## src/rtl/scan_gate_pkg.sv

```systemverilog
package scan_gate_pkg;

  typedef enum logic {
    GATE_LEVEL = 1'b0,
    GATE_EDGE  = 1'b1
  } gate_mode_e;

  localparam int unsigned DEF_SYNC_STAGES = 2;
  localparam int unsigned DEF_RST_STAGES  = 2;

endpackage

```

## src/rtl/sg_rst_sync.sv

```systemverilog
module sg_rst_sync #(
  parameter int unsigned STAGES = 2
) (
  input  logic clk,
  input  logic rst_n,
  output logic rst_n_sync
);

  localparam int unsigned TOP = STAGES - 1;

  logic [TOP:0] chain_q;
  logic [TOP:0] chain_d;

  generate
    if (STAGES == 1) begin : g_one
      always_comb chain_d = 1'b1;
    end else begin : g_many
      always_comb chain_d = {chain_q[TOP-1:0], 1'b1};
    end
  endgenerate

  always_ff @(posedge clk or negedge rst_n) begin
    if (!rst_n) chain_q <= '0;
    else        chain_q <= chain_d;
  end

  assign rst_n_sync = chain_q[TOP];

endmodule

```

## src/rtl/sg_gate_track.sv

```systemverilog
module sg_gate_track
  import scan_gate_pkg::*;
#(
  parameter int unsigned SYNC_STAGES = 2
) (
  input  logic       clk,
  input  logic       rst_n,
  input  logic       gate_raw,
  input  logic       active_low,
  input  gate_mode_e mode,
  output logic       block
);

  localparam int unsigned TOP = SYNC_STAGES - 1;

  // synchronizer chain, stage TOP is the usable copy
  logic [TOP:0] sync_q;
  logic [TOP:0] sync_d;
  logic         prev_q;
  logic         enable_q;
  logic         enable_d;
  logic         enable_ce;

  logic gate_now;
  logic rise_seen;
  logic fall_seen;
  logic active_edge;
  logic level_active;

  generate
    if (SYNC_STAGES == 1) begin : g_one
      always_comb sync_d = gate_raw;
    end else begin : g_many
      always_comb sync_d = {sync_q[TOP-1:0], gate_raw};
    end
  endgenerate

  assign gate_now = sync_q[TOP];

  // edges are taken on the synchronized raw value so a polarity
  // change never looks like a gate transition
  always_comb begin
    rise_seen    = gate_now & ~prev_q;
    fall_seen    = ~gate_now & prev_q;
    active_edge  = active_low ? fall_seen : rise_seen;
    level_active = gate_now ^ active_low;
  end

  // next-state for the edge-mode enable
  always_comb begin
    enable_ce = 1'b0;
    enable_d  = enable_q;
    if (mode != GATE_EDGE) begin
      enable_ce = ~enable_q;
      enable_d  = 1'b1;
    end else if (active_edge) begin
      enable_ce = 1'b1;
      enable_d  = ~enable_q;
    end
  end

  always_ff @(posedge clk or negedge rst_n) begin
    if (!rst_n) begin
      sync_q <= '0;
      prev_q <= 1'b0;
    end else begin
      sync_q <= sync_d;
      prev_q <= gate_now;
    end
  end

  always_ff @(posedge clk or negedge rst_n) begin
    if (!rst_n)         enable_q <= 1'b1;
    else if (enable_ce) enable_q <= enable_d;
  end

  always_comb begin
    if (mode == GATE_EDGE) block = ~enable_q;
    else                   block = level_active;
  end

endmodule

```

## src/rtl/sg_start_qual.sv

```systemverilog
module sg_start_qual (
  input  logic clk,
  input  logic rst_n,
  input  logic req,
  input  logic seq_on,
  input  logic sw_hold,
  input  logic busy,
  input  logic hw_block,
  output logic start_pulse
);

  logic pass_d;
  logic pulse_q;

  always_comb begin
    pass_d = req & seq_on & ~sw_hold & ~busy & ~hw_block;
  end

  always_ff @(posedge clk or negedge rst_n) begin
    if (!rst_n) pulse_q <= 1'b0;
    else        pulse_q <= pass_d;
  end

  assign start_pulse = pulse_q;

endmodule

```

## src/rtl/scan_gate_ctrl.sv

```systemverilog
module scan_gate_ctrl
  import scan_gate_pkg::*;
#(
  parameter int unsigned SYNC_STAGES = DEF_SYNC_STAGES,
  parameter int unsigned RST_STAGES  = DEF_RST_STAGES
) (
  input  logic clk,
  input  logic rst_n,
  input  logic start_req,
  input  logic gate_in,
  input  logic seq_active,
  input  logic sw_gate,
  input  logic scan_busy,
  input  logic cfg_edge_mode,
  input  logic cfg_active_low,
  output logic start_out
);

  logic       rst_n_int;
  logic       hw_block;
  gate_mode_e mode;

  assign mode = gate_mode_e'(cfg_edge_mode);

  sg_rst_sync #(.STAGES(RST_STAGES)) u_rst (
    .clk        (clk),
    .rst_n      (rst_n),
    .rst_n_sync (rst_n_int)
  );

  sg_gate_track #(.SYNC_STAGES(SYNC_STAGES)) u_gate (
    .clk        (clk),
    .rst_n      (rst_n_int),
    .gate_raw   (gate_in),
    .active_low (cfg_active_low),
    .mode       (mode),
    .block      (hw_block)
  );

  sg_start_qual u_qual (
    .clk         (clk),
    .rst_n       (rst_n_int),
    .req         (start_req),
    .seq_on      (seq_active),
    .sw_hold     (sw_gate),
    .busy        (scan_busy),
    .hw_block    (hw_block),
    .start_pulse (start_out)
  );

endmodule

```

## config.mk

```make
export PLATFORM = sky130hd
export DESIGN_NAME = scan_gate_ctrl
export DESIGN_NICKNAME = d
export VERILOG_FILES = /design/src/rtl/scan_gate_pkg.sv /design/src/rtl/sg_rst_sync.sv /design/src/rtl/sg_gate_track.sv /design/src/rtl/sg_start_qual.sv /design/src/rtl/scan_gate_ctrl.sv
export SDC_FILE = /design/constraint.sdc
export NUM_CORES = 1
export LEC_CHECK = 0
export BUFFER_PORTS_ARGS = -buffer_cell sky130_fd_sc_hd__buf_2
export CORE_AREA = 4 4 41 43
export CTS_CLUSTER_SIZE = 16
export DETAILED_ROUTE_END_ITERATION = 10
export DIE_AREA = 0 0 45 47
export HOLD_SLACK_MARGIN = 0.08
export PLACE_DENSITY = 0.39
export REMOVE_ABC_BUFFERS = 1
export SYNTH_ARGS = -nofsm -noshare
export SYNTH_HDL_FRONTEND = slang
export SYNTH_HIERARCHICAL = 1
export SYNTH_SLANG_ARGS = --single-unit
```

## constraint.sdc

```tcl
create_clock -name clk -period 0.8 [get_ports clk]
set_input_delay 0.16 -clock clk [delete_from_list [all_inputs] [get_ports clk]]
set_output_delay 0.16 -clock clk [all_outputs]
set_load 0.005 [all_outputs]
```

### Yosys cells after proc, flatten, opt, wreduce, memory -nomap -nowiden

Cells that the tools add are included.

| storage, ports and cells | value |
|---|---|
| bits in registers | 7 |
| input bits | 9 |

| operators by class | value |
|---|---|
| equality and inequality tests | 1 |
| muxes and demuxes | 6 |
| bitwise operators | 13 |
| reductions and logical operators | 1 |

Operators with widths:

| operator | count |
|---|---|
| 1-bit AND | 6 |
| 1-bit 2-to-1 mux | 6 |
| 1-bit NOT | 6 |
| 2-bit by 1-bit != test with 1-bit output, second input constant | 1 |
| 2-bit AND reduction | 1 |
| 1-bit XOR | 1 |

### Longest topological paths before layout

| depth | value |
|---|---|
| word-level depth | 6 |
| mapped depth | 3 |

### Cells and area by module

The synthesis kept the hierarchy.

By module, submodules not included:

| module | instances | cells an instance | area an instance (sq um) | seq. area each (sq um) |
|---|---|---|---|---|
| sg_gate_track | 1 | 12 | 152.6 | 101.3 |
| sg_rst_sync | 1 | 3 | 53.8 | 50.0 |
| sg_start_qual | 1 | 3 | 41.3 | 25.0 |

### Worst setup path before layout

OpenSTA, ideal clock, no wires.

| path | value |
|---|---|
| kind | flip-flop to flip-flop |
| from | reg u_gate.prev_q |
| to | reg u_gate.enable_q |
| setup time | 85 ps |
| data arrival time | 928 ps |
| data required time | 715 ps |
| path slack | -212 ps |
| stages on the path, launching flop included | 4 |
| buffers on the path | 0 |
| path through | dfrtp_1 > nand2b_1 > o22ai_1 > mux2_1 |

| between the ends | value |
|---|---|
| word-level cells in the longest chain between the ends | 6 |
| elaborated cells on any way between the ends | 8 |
| those cells by class | 1 x eq/ne; 3 x mux; 3 x bitwise; 1 x reduce/logical |

RTL lines:

| item | RTL line | RTL |
|---|---|---|
| start: declaration | sg_gate_track.sv:19 | `logic prev_q;` |
| start signal: assignment | sg_gate_track.sv:68 | `prev_q <= gate_now;` |
| 1-bit NOT | sg_gate_track.sv:43 | `rise_seen = gate_now & ~prev_q;` |
| 1-bit AND | sg_gate_track.sv:43 |  |
| 1-bit 2-to-1 mux * | sg_gate_track.sv:45 | `active_edge = active_low ? fall_seen : rise_seen;` |
| 1-bit 2-to-1 mux | sg_gate_track.sv:56 | `end else if (active_edge) begin` |
| 1-bit 2-to-1 mux | sg_gate_track.sv:53 | `if (mode != GATE_EDGE) begin` |
| 2-bit AND reduction (no line) * | - |  |
| end signal: assignment | sg_gate_track.sv:74 | `else if (enable_ce) enable_q <= enable_d;` |
| end: declaration | sg_gate_track.sv:20 | `logic enable_q;` |

Mark *: on every way between the ends. The rest lies on a longest branch, timed or not.
A chain may end at the register's enable or synchronous reset.

### Final worst setup path

| path | value |
|---|---|
| from | reg u_gate.sync_q[1] |
| to | reg u_gate.enable_q |

| between the ends | value |
|---|---|
| word-level cells in the longest chain between the ends | 6 |
| elaborated cells on any way between the ends | 8 |
| those cells by class | 1 x eq/ne; 3 x mux; 3 x bitwise; 1 x reduce/logical |

RTL lines:

| item | RTL line | RTL |
|---|---|---|
| start: declaration | sg_gate_track.sv:17 | `logic [TOP:0] sync_q;` |
| start signal: assignment | sg_gate_track.sv:67 | `sync_q <= sync_d;` |
| 1-bit NOT | sg_gate_track.sv:44 | `fall_seen = ~gate_now & prev_q;` |
| 1-bit AND | sg_gate_track.sv:44 |  |
| 1-bit 2-to-1 mux * | sg_gate_track.sv:45 |  |
| 1-bit 2-to-1 mux | sg_gate_track.sv:56 |  |
| 1-bit 2-to-1 mux | sg_gate_track.sv:53 |  |
| 2-bit AND reduction (no line) * | - |  |

Marked as above.

==> metrics.txt <==
status=complete, but fails checks; failing checks=setup timing; Vias=176; FF-to-FF path depth=2; Min Clock Period, post-route=1060 ps; post-CTS setup buffers=0; Crit. Startpoint=u_gate/sync_q[1]; Final Power=791 uW; Vias/cell=3.67; worst hold path type=flip-flop to async pin; remaining antenna violation count=0; register area=178 um2; post-route clock period utilization=132%; Leak Pwr=between 0.00015 and 0.0002 uW; R2R Path Start=u_gate/sync_q[1]; Syn Area/Cell=13.8 um2; most common cell after layout, fill and taps aside=buf_2; Worst VDD drop=about 1.2 mV; WL/cell=10.5 um; Clock Skew=~7.7 ps; GP Congestion=0.612; Post-Syn Area=248 um2; CP Capture Type=flip-flop; number of global-route vias before repair=about 210; CTS tree=yes; clock-pin slew of the registers on the worst-case setup and hold paths=50 ps; CTS sink cnt=7; CTS Buffer Depth=2; Root Buffer=clkbuf_4; initial core utilization=between 10% and 20%; initial DRC count=2; Ant. Diodes=0; pin count of the biggest net entering global routing=6; drt total wl=506 um; final-report max-slew violation count=0; FP Rows=13; first-pass GRT wire length=883 um; WP data arrival=between 1000 and 1500 ps; Seq/Total Area, Yosys=71.2%; Core Area=1300 um2; width of the chip=45 um; CP required=980 ps; fill count=147; Multi-input gate area=108 um2; Pre-Repair DR Iteration Count=2; share of layout cells above drive strength 1=63.6%; Critical-path top delay cell=dfrtp_2; growth of design area from synthesis to finish=59.6%; commonest cells after routing, fill and taps aside=buf_2 (9), dfrtp_1 (5), clkbuf_4 (3), nand2_1 (3); Max Cap Viol=0; initial antenna violation count=0; I/O Pins=10; flops & latches, synth=7; number of distinct library cells after synthesis=10; gr usage total=6.61%; NumNets Final=43; Worst path max stage delay=460 ps; Critical Path Fanout Max=4; Clk Latency, worst-skew pair=around 250 ps; grt total ovfl=0; DIE AREA=roughly 2100 um2; H-tree depth=1; CP top delay family=flip-flops; Ys Warns=6; DRC violations left=0; Startpoint Class=flip-flop; final worst slack=-257 ps; crit-path cells=o22ai_2 -> mux2_4; RSZ-0062 raised after global routing=true; Buffers on Ports=9; PwrDens=2000 nW/um2; Gate Count Post-Synth=18; Hold-fix buffers, CTS=2; Worst Path Buf+Inv=0; count of final setup violators=3; Peak Freq=roughly 0.95 GHz; hold slack final=about 63 ps; end of the worst register-to-register path=u_gate/enable_q; r2r setup slk=-260 ps; critical path class=flip-flop to flip-flop; Die Height=between 40 and 50 um; final hold vios=0; TritonCTS Buffers=3
[cells in the mapped netlist]
cell type  n  area, um2
conb_1     1       3.75
dfrtp_1    6        150
dfstp_2    1       26.3
mux2_1     1       11.3
nand2_1    3       11.3
nand2b_1   2       12.5
nor4_2     1       12.5
o21ai_0    1       5.00
o22ai_1    1       6.26
xnor2_1    1       8.76
[cell families (layout without fill, tap and decap cells)]
group                     after synthesis  count (layout)  share of synthesized area [%]
DFF                                     7               7                           71.2
and+or+nand+nor                         6               6                           14.6
AOI/OAI and AO/OA                       2               2                           4.55
other                                   1               1                           1.51
xor gates and xnor gates                1               1                           3.54
muxes                                   1               1                           4.55
buffers and inverters                   0              15                              0
[worst max-delay path by stage]
stage	to	slack, ps	cells after the start
6_report	u_gate/enable_q	-260	2
5_1_grt	u_gate/enable_q	-280	3
4_1_cts	u_qual/start_pulse	-260	3
3_5_place_dp	u_qual/start_pulse	-280	3
3_3_place_gp	u_qual/start_pulse	-260	3
2_1_floorplan	u_gate/enable_q	-210	3
[power by group]
part           internal, uW  total [uW]  switching (uW)  leakage, uW
Clock                   190         313             123    0.0000150
Combinational          53.2        85.7            32.5    0.0000973
Sequential              377         392            15.1    0.0000816
Total                   620         791             171     0.000194
[layer usage]
metal | global-route usage, % | vias to the layer above | wire length (um)
li1 | - | 88 | -
met1 | 5.83 | 82 | 168
met2 | 9.60 | 6 | 292
met3 | 5.75 | 0 | 44
met4 | 5.26 | 0 | 0
met5 | 0 | - | 0
[through the flow]
stage               instance area, um2  cells  TNS (ps)  setup slack, ps  util [%]
global placement                   312     42      -490             -264      23.9
finish                             395     48      -464             -257      30.4
detailed placement                 312     42      -533             -278      23.9
CTS                                369     48      -602             -261      28.4
global route                       395     48      -553             -275      30.4
floorplan                          248     18      -412             -212         -
[worst reg2reg max path, delay by kind of cell, from the launching register on]
family	cells	cell delay [ps]
compound gates	1	210
flops	1	460
mux	1	320
[sequential cells by signal, indices dropped and copies added (netlist names)]
register            flops
u_rst/chain_q           2
u_gate/prev_q           1
u_gate/enable_q         1
u_qual/start_pulse      1
u_gate/sync_q           2
[repair_timing]
action                                 4_1_cts  5_1_grt
pin swaps                                    3        2
endpoints found under the hold margin        7        1
resized for setup                            3        5
setup endpoints to repair                    3        3
[area by class of cell]
cell class	count	share of cell area (%)
clock buffer	4	6.65
tap	15	4.75
sequential	7	44.9
multi-input combinational	11	27.2
timing repair buffer	11	16.5
(Power assumes the default switching activity.)
